`src/rtl/partial_window_seq.sv`:
```
module partial_window_seq #(
  parameter int CW    = 16,
  parameter int DEPTH = 256,
  parameter int AW    = $clog2(DEPTH)
) (
  input  logic          clk,
  input  logic          rst_n,
  input  logic          start,
  input  logic          narrow,
  input  logic [CW-1:0] reg_x,
  input  logic [CW-1:0] reg_y,
  input  logic [CW-1:0] reg_w,
  input  logic [CW-1:0] reg_h,
  input  logic          old_we,
  input  logic [AW-1:0] old_addr,
  input  logic [7:0]    old_wdata,
  input  logic          old_clr,
  output logic [7:0]    out_byte,
  output logic          out_dc,
  output logic          out_valid,
  input  logic          out_ready,
  output logic          busy,
  output logic          done,
  output logic          err
);

  typedef enum logic [1:0] {S_IDLE, S_HDR, S_OLD} st_t;

  st_t           st;
  logic [3:0]    idx;
  logic [CW-1:0] lx, ly, lw, lh, col, line;
  logic          lnar;
  logic [AW-1:0] rd;
  logic [7:0]    mem [DEPTH];

  logic [15:0] xs16, xe16, ys16, ye16;
  logic [CW-1:0] bpl;
  logic fire, last_hdr, last_old;
  logic [7:0] hbyte;
  logic       hdc;

  assign xs16 = 16'(lx);
  assign xe16 = 16'(lx + lw - 1'b1);
  assign ys16 = 16'(ly);
  assign ye16 = 16'(ly + lh - 1'b1);
  assign bpl  = (lw + CW'(7)) >> 3;

  assign out_valid = (st != S_IDLE);
  assign busy      = out_valid;
  assign fire      = out_valid && out_ready;
  assign last_hdr  = (idx == 4'd15);
  assign last_old  = (col == bpl - 1'b1) && (line == lh - 1'b1);

  always_comb begin
    hdc = 1'b1;
    unique case (idx)
      4'd0:  begin hbyte = 8'h00; hdc = 1'b0; end
      4'd1:  hbyte = 8'h0F;
      4'd2:  begin hbyte = 8'h91; hdc = 1'b0; end
      4'd3:  begin hbyte = 8'h90; hdc = 1'b0; end
      4'd4:  hbyte = xs16[15:8];
      4'd5:  hbyte = {xs16[7:3], 3'b000};
      4'd6:  hbyte = xe16[15:8];
      4'd7:  hbyte = {xe16[7:3], 3'b111};
      4'd8:  hbyte = ys16[15:8];
      4'd9:  hbyte = ys16[7:0];
      4'd10: hbyte = ye16[15:8];
      4'd11: hbyte = ye16[7:0];
      4'd12: hbyte = 8'h38;
      4'd13: begin hbyte = 8'h50; hdc = 1'b0; end
      4'd14: hbyte = 8'h97;
      default: begin hbyte = 8'h10; hdc = 1'b0; end
    endcase
  end

  assign out_byte = (st == S_OLD) ? mem[rd] : hbyte;
  assign out_dc   = (st == S_OLD) ? 1'b1 : hdc;

  always_ff @(posedge clk) begin
    if (old_clr) begin
      for (int i = 0; i < DEPTH; i++) mem[i] <= 8'h00;
    end else if (old_we) begin
      mem[old_addr] <= old_wdata;
    end
  end

  always_ff @(posedge clk or negedge rst_n) begin
    if (!rst_n) begin
      st <= S_IDLE; idx <= '0; col <= '0; line <= '0; rd <= '0;
      lx <= '0; ly <= '0; lw <= '0; lh <= '0; lnar <= 1'b0;
      done <= 1'b0; err <= 1'b0;
    end else begin
      done <= 1'b0;
      err  <= 1'b0;
      unique case (st)
        S_IDLE: if (start) begin
          if (reg_w == '0 || reg_h == '0) begin
            err <= 1'b1;
          end else begin
            lx <= reg_x; ly <= reg_y; lw <= reg_w; lh <= reg_h;
            lnar <= narrow; idx <= '0; st <= S_HDR;
          end
        end
        S_HDR: if (fire) begin
          if (last_hdr) begin
            st <= S_OLD; col <= '0; line <= '0; rd <= '0;
          end else if (lnar && (idx == 4'd3 || idx == 4'd5)) begin
            idx <= idx + 4'd2;
          end else begin
            idx <= idx + 4'd1;
          end
        end
        default: if (fire) begin
          rd <= rd + 1'b1;
          if (col == bpl - 1'b1) begin
            col <= '0;
            line <= line + 1'b1;
          end else begin
            col <= col + 1'b1;
          end
          if (last_old) begin
            st <= S_IDLE;
            done <= 1'b1;
          end
        end
      endcase
    end
  end

  assert_reset_quiet_R1: assert property (@(posedge clk)
    $rose(rst_n) |-> !out_valid && !done && !err);

  assert_first_opcode_R2: assert property (@(posedge clk) disable iff (!rst_n)
    $rose(out_valid) |-> out_byte == 8'h00 && !out_dc);

  assert_zero_area_R8: assert property (@(posedge clk) disable iff (!rst_n)
    (!out_valid && start && (reg_w == '0 || reg_h == '0)) |=> err && !out_valid);

  assert_done_idle_R9: assert property (@(posedge clk) disable iff (!rst_n)
    done |-> !out_valid && !err);

  assert_hold_R10: assert property (@(posedge clk) disable iff (!rst_n)
    (out_valid && !out_ready && !old_we && !old_clr) |=>
      out_valid && $stable(out_byte) && $stable(out_dc));

  assert_busy_ignore_R11: assert property (@(posedge clk) disable iff (!rst_n)
    (out_valid && start) |=> $stable(lw) && $stable(lh) && !err);

endmodule

```
`config.mk`:
```
export PLATFORM = sky130hd
export DESIGN_NAME = partial_window_seq
export DESIGN_NICKNAME = d
export VERILOG_FILES = /design/src/rtl/partial_window_seq.sv
export SDC_FILE = /design/constraint.sdc
export NUM_CORES = 2
export LEC_CHECK = 0
export BUFFER_PORTS_ARGS = -buffer_cell sky130_fd_sc_hd__buf_4
export CAP_MARGIN = 20
export CORE_MARGIN = 2
export CORE_UTILIZATION = 60
export CTS_BUF_LIST = sky130_fd_sc_hd__clkbuf_8
export DETAILED_ROUTE_END_ITERATION = 6
export PLACE_DENSITY = 0.81
export SYNTH_ARGS = -nofsm -noshare
export SYNTH_HDL_FRONTEND = slang
export SYNTH_SLANG_ARGS = --single-unit
```
`constraint.sdc`:
```
create_clock -name clk -period 5.4 [get_ports clk]
set_input_delay 0.27 -clock clk [delete_from_list [all_inputs] [get_ports clk]]
set_output_delay 0.27 -clock clk [all_outputs]
set_load 0.1 [all_outputs]
```
==> results <==
- The run finished, with violations left.
- The checks that failed: setup timing.
- The achievable clock frequency is 0.181 GHz.
- The via count of the first global-routing pass is 62,800.
- The wire-length estimate of the detail-placed layout is 168 mm.
- The die covers 175,000 um^2.
- The post-route minimum period is 5510 ps.
- The core area is 171,000 um^2.
- The die is 419 um wide.
- The average cell area after synthesis is 14.8 um^2.
- The final net count is 7,358.
- The least setup slack across all paths after layout is -111 ps.
- The power after layout is 47.3 mW.
- The maximum resistive drop on vdd is 0.000350 V.
- The number of violations reported at the end of detailed-routing iteration 0 is 8,120.
- The share of async-settable or async-resettable flops after synthesis is 0.0523.
- The DRC violation count after routing is 0.
- TritonCTS built the clock tree.
- Setup total negative slack on the finished layout was measured at -111 ps.
- Relative to the synthesized area, the layout overhead comes to 10.6%.
- Setup repair after global routing left no endpoint under its margin.
- The number of clock sinks seen by CTS is 2,161.
- The critical path start-end classification is reg2out.
- The root buffer cell chosen for the clock tree is sky130_fd_sc_hd__clkbuf_8.
- The fill cell instance count of the final layout is 11,200.
- The layout cell share with drive strength beyond 1 is 0.222.
- The first-pass GRT wire length is 400 mm.
- The Yosys step of the flow raised 0 warnings.
- The share of the Yosys chip area taken by registers is 0.623.
- Data on the critical path is required at its endpoint by 5130 ps.
- Summing every instance area after synthesis gives 103,000 um^2.
- The startpoint type of the worst setup path is a flip-flop.
- The min-delay analysis places its worst path in the category in2reg.
- Of the total power, combinational logic draws 0.297.
- Synthesis produced 6,998 cells.
- The pin count of the biggest net entering global routing is 184.
- The clock latency of the later-clocked register in the worst-skew pair is 1080 ps.
- The post-route clock skew is 51.7 ps.
- The effective utilization at floorplan is 0.603.
- After synthesis the netlist holds a flip-flop and latch count of 2,161.
- Across all layers, the routed design uses 62,300 vias.
- The number of enable flip-flop cells after synthesis is 2,048.
- The count of nets left with antenna violations once routing finished came out at 0.
- The endpoint type of the worst setup path is an output pin.
- Registers take 64,300 um^2.
- The final number of hold-violating endpoints is 0.
- The primary flip-flop cell chosen by synthesis mapping is sky130_fd_sc_hd__edfxtp_1.
- For this run the aggregate overflow at the end of global routing stands at 0.
- The fraction of power consumed by sequential logic is 0.428.
- The number of clock buffers added by TritonCTS is 351.
- Of the total power, the clock network draws 0.275.
- The slew at the pin closest to its max-slew limit is 1250 ps.
- The count of endpoints failing setup in the final report is 1.
- The switching part of the total power is 0.320.
- The area of the multi-input gates is 36,700 um^2.
- Measured along the y axis, the die boundary spans 419 um.
- The initial antenna violation count is 8.
- The final weighted congestion in routability-driven placement is 0.920.
- The distinct cell type count after synthesis is 74.
- The first TritonRoute pass finished after 7 iterations.
- In this run the count of I/O pins placed on the die edge is 100.
- The max capacitance violation total is 0.
- The clock tree synthesis step divided the H-tree into 5 levels.
- Clock-pin slew was measured on the worst setup and hold paths at 70 ps.
- Summed over all cells, the static leakage comes to 40.3 nW.
- Internal power comes to 32.2 mW.
- In this run the core area contains 152 standard-cell rows.
- Measured against its own limit, the worst slew margin works out to 0.166.
- The final number of max-transition violations was 0.
- In this run the power density over the cells is 414 nW/um^2.
- No sink is reached through more buffers than the 4 on the longest clock path.
- Summed over all nets, the switching power comes to 15.2 mW.
- The placement-stage worst setup slack is 448 ps.
- Of all nets on the critical path, the largest fanout is 54.
- In this run the tool buffered the top-level ports with 99 buffer cells.
- Across every metal layer, demand over resource in global routing totals 0.309.
- The final layout contains routed wiring with a total length of 270 mm.
- Of the available clock period, the critical path in the final layout requires 1.02.
- The number of nets in the synthesized netlist is 7,152.
- STA puts the critical path data arrival time at 5240 ps.
- Dividing the detail-routed via count by the number of cells gives 6.38.
- The per-cell routed wire length is 27.6 um.
==> power groups by stage <==
stage	registers (mW)	logic [mW]	clock network [mW]
floorplan	20.0	9.99	0
global placement	20.5	13.1	0
detailed placement	20.6	13.3	0
CTS	20.2	13.8	13.1
global route	20.3	14.8	13.8
finish	20.2	14.1	13.0
==> layer usage <==
| metal | global-route usage | vias up | part of all wire |
|---|---|---|---|
| met3 | 0.0695 | 743 | 0.11 |
| met5 | 0 | - | 0.00019 |
| met1 | 0.411 | 31400 | 0.36 |
| met2 | 0.488 | 3983 | 0.47 |
| li1 | - | 26200 | - |
| met4 | 0.151 | 8 | 0.054 |
==> cells in the final DEF, fill, tap and decap left out, types with 9 or more instances in the layout <==
cell type | Yosys | routed
sky130_fd_sc_hd__clkinv_2 | 0 | 38
sky130_fd_sc_hd__xor2_1 | 28 | 28
sky130_fd_sc_hd__nor2b_1 | 19 | 14
sky130_fd_sc_hd__nand2_1 | 103 | 103
sky130_fd_sc_hd__xnor2_1 | 39 | 39
sky130_fd_sc_hd__nand2b_1 | 18 | 18
sky130_fd_sc_hd__clkbuf_8 | 0 | 367
sky130_fd_sc_hd__diode_2 | 0 | 9
sky130_fd_sc_hd__ha_1 | 66 | 66
sky130_fd_sc_hd__clkinv_1 | 0 | 71
sky130_fd_sc_hd__a31oi_1 | 23 | 23
sky130_fd_sc_hd__or3_1 | 9 | 9
sky130_fd_sc_hd__a211oi_1 | 11 | 10
sky130_fd_sc_hd__mux4_2 | 624 | 624
sky130_fd_sc_hd__nor2_1 | 315 | 313
sky130_fd_sc_hd__mux2_2 | 67 | 67
sky130_fd_sc_hd__o21bai_1 | 9 | 9
sky130_fd_sc_hd__dlygate4sd3_1 | 0 | 142
sky130_fd_sc_hd__buf_4 | 1 | 184
sky130_fd_sc_hd__and2_1 | 2001 | 1999
sky130_fd_sc_hd__mux2i_1 | 24 | 24
sky130_fd_sc_hd__nand3_1 | 75 | 69
sky130_fd_sc_hd__nand4_1 | 31 | 31
sky130_fd_sc_hd__a22oi_1 | 91 | 84
sky130_fd_sc_hd__dfrtp_1 | 113 | 109
sky130_fd_sc_hd__o21ai_0 | 43 | 40
sky130_fd_sc_hd__inv_1 | 130 | 235
sky130_fd_sc_hd__or2_2 | 258 | 258
sky130_fd_sc_hd__buf_12 | 0 | 23
sky130_fd_sc_hd__and3_1 | 80 | 80
sky130_fd_sc_hd__nor4_1 | 16 | 15
sky130_fd_sc_hd__nor3_1 | 40 | 35
sky130_fd_sc_hd__edfxtp_1 | 2048 | 2048
sky130_fd_sc_hd__or4_1 | 11 | 11
sky130_fd_sc_hd__a21oi_1 | 78 | 78
==> kinds of logic (layout without fill, tap and decap cells) <==
| family | after synthesis | after routing | synth area share |
|---|---|---|---|
| and+or+nand+nor | 2998 | 2998 | 0.171 |
| DFF | 2161 | 2161 | 0.623 |
| muxes | 715 | 715 | 0.146 |
| buffers and inverters | 650 | 1095 | 0.0242 |
| AOI/OAI and AO/OA | 340 | 340 | 0.0223 |
| adders and majority gates | 67 | 67 | 0.00819 |
| xor gates and xnor gates | 67 | 67 | 0.00568 |
| other | 0 | 9 | 0 |
==> metrics by stage <==
| step | std cells | instance area, um^2 | hold slack, ps | utilization |
|---|---|---|---|---|
| 3_5_place_dp | 8999 | 106000 | 353 | 0.620 |
| 6_report | 9762 | 114000 | 103 | 0.667 |
| 3_3_place_gp | 8996 | 106000 | 353 | 0.619 |
| 5_1_grt | 9757 | 114000 | 57.4 | 0.667 |
| 2_1_floorplan | 6998 | 103000 | -25.6 | - |
| 4_1_cts | 9749 | 114000 | 12.0 | 0.666 |
==> area by class of cell <==
| cell class | count | area share |
|---|---|---|
| Sequential cell | 2161 | 0.563 |
| Inverter | 130 | 0.00427 |
| Antenna cell | 9 | 0.000197 |
| Timing Repair Buffer | 373 | 0.0325 |
| Multi-Input combinational cell | 4187 | 0.321 |
| Clock inverter | 234 | 0.0104 |
| Tap cell | 2310 | 0.0253 |
| Clock buffer | 358 | 0.0431 |
==> state kept, by name, summed over array words and instances (netlist names) <==
| register | cells |
|---|---|
| col | 16 |
| done | 1 |
| err | 1 |
| idx | 4 |
| lh | 16 |
| line | 16 |
| lnar | 1 |
| lw | 16 |
| lx | 16 |
| ly | 16 |
| mem | 2048 |
| rd | 8 |
| st | 2 |
==> critical path, stage by stage, from the launching register on <==
cell and delay (ps):
sky130_fd_sc_hd__dfrtp_4 1050, sky130_fd_sc_hd__and2_4 730, sky130_fd_sc_hd__a22oi_1 230, sky130_fd_sc_hd__a21oi_1 260
sky130_fd_sc_hd__a21oi_1 150, sky130_fd_sc_hd__a21oi_1 560, sky130_fd_sc_hd__nor3_1 100, sky130_fd_sc_hd__or3_1 490
sky130_fd_sc_hd__o21ai_0 190, sky130_fd_sc_hd__buf_4 360
==> worst paths after layout <==
kind                            cells after the start           to        start  slack (ps)
max in group asynchronous                           4        rd[1]        rst_n        4150
min in group asynchronous                           4       lx[13]        rst_n         330
worst max-delay path                                9  out_byte[7]        rd[3]        -110
worst min-delay path                                4    mem[3][6]  old_addr[0]         100
worst max register to register                     12        st[1]        lw[2]        1170
worst min register to register                      1        lx[3]        lx[3]         520
==> cells in the mapped netlist, drive strengths merged (9+ instances only) <==
| master | instances | area share |
|---|---|---|
| nand2 | 103 | 0.0037 |
| o21bai | 9 | 0.00065 |
| mux4 | 624 | 0.14 |
| clkbuf | 439 | 0.016 |
| and2 | 2001 | 0.12 |
| a22oi | 91 | 0.0066 |
| a21oi | 78 | 0.0038 |
| nor4 | 16 | 0.00097 |
| or4 | 13 | 0.0010 |
| mux2 | 67 | 0.0073 |
| inv | 130 | 0.0047 |
| ha | 66 | 0.0080 |
| dfrtp | 113 | 0.027 |
| or2 | 258 | 0.016 |
| nand2b | 18 | 0.0011 |
| buf | 81 | 0.0036 |
| nand3 | 75 | 0.0036 |
| a31oi | 23 | 0.0014 |
| o21ai | 43 | 0.0021 |
| nand4 | 33 | 0.0022 |
| xor2 | 28 | 0.0024 |
| or3 | 9 | 0.00055 |
| and3 | 80 | 0.0048 |
| xnor2 | 39 | 0.0033 |
| mux2i | 24 | 0.0023 |
| nor2 | 315 | 0.011 |
| nor3 | 40 | 0.0019 |
| edfxtp | 2048 | 0.60 |
| nor2b | 19 | 0.0012 |
| a211oi | 11 | 0.00080 |
==> what timing repair did <==
| item | in CTS | in global routing |
|---|---|---|
| setup buffers | 15 | 0 |
| cloned | 1 | 1 |
| endpoints found under the setup margin | 8 | 5 |
| hold buffers | 142 | 1 |
| hold endpoints to repair | 287 | 50 |
| resized for setup | 32 | 5 |
Note: power is estimated with default switching activity, not from simulation.
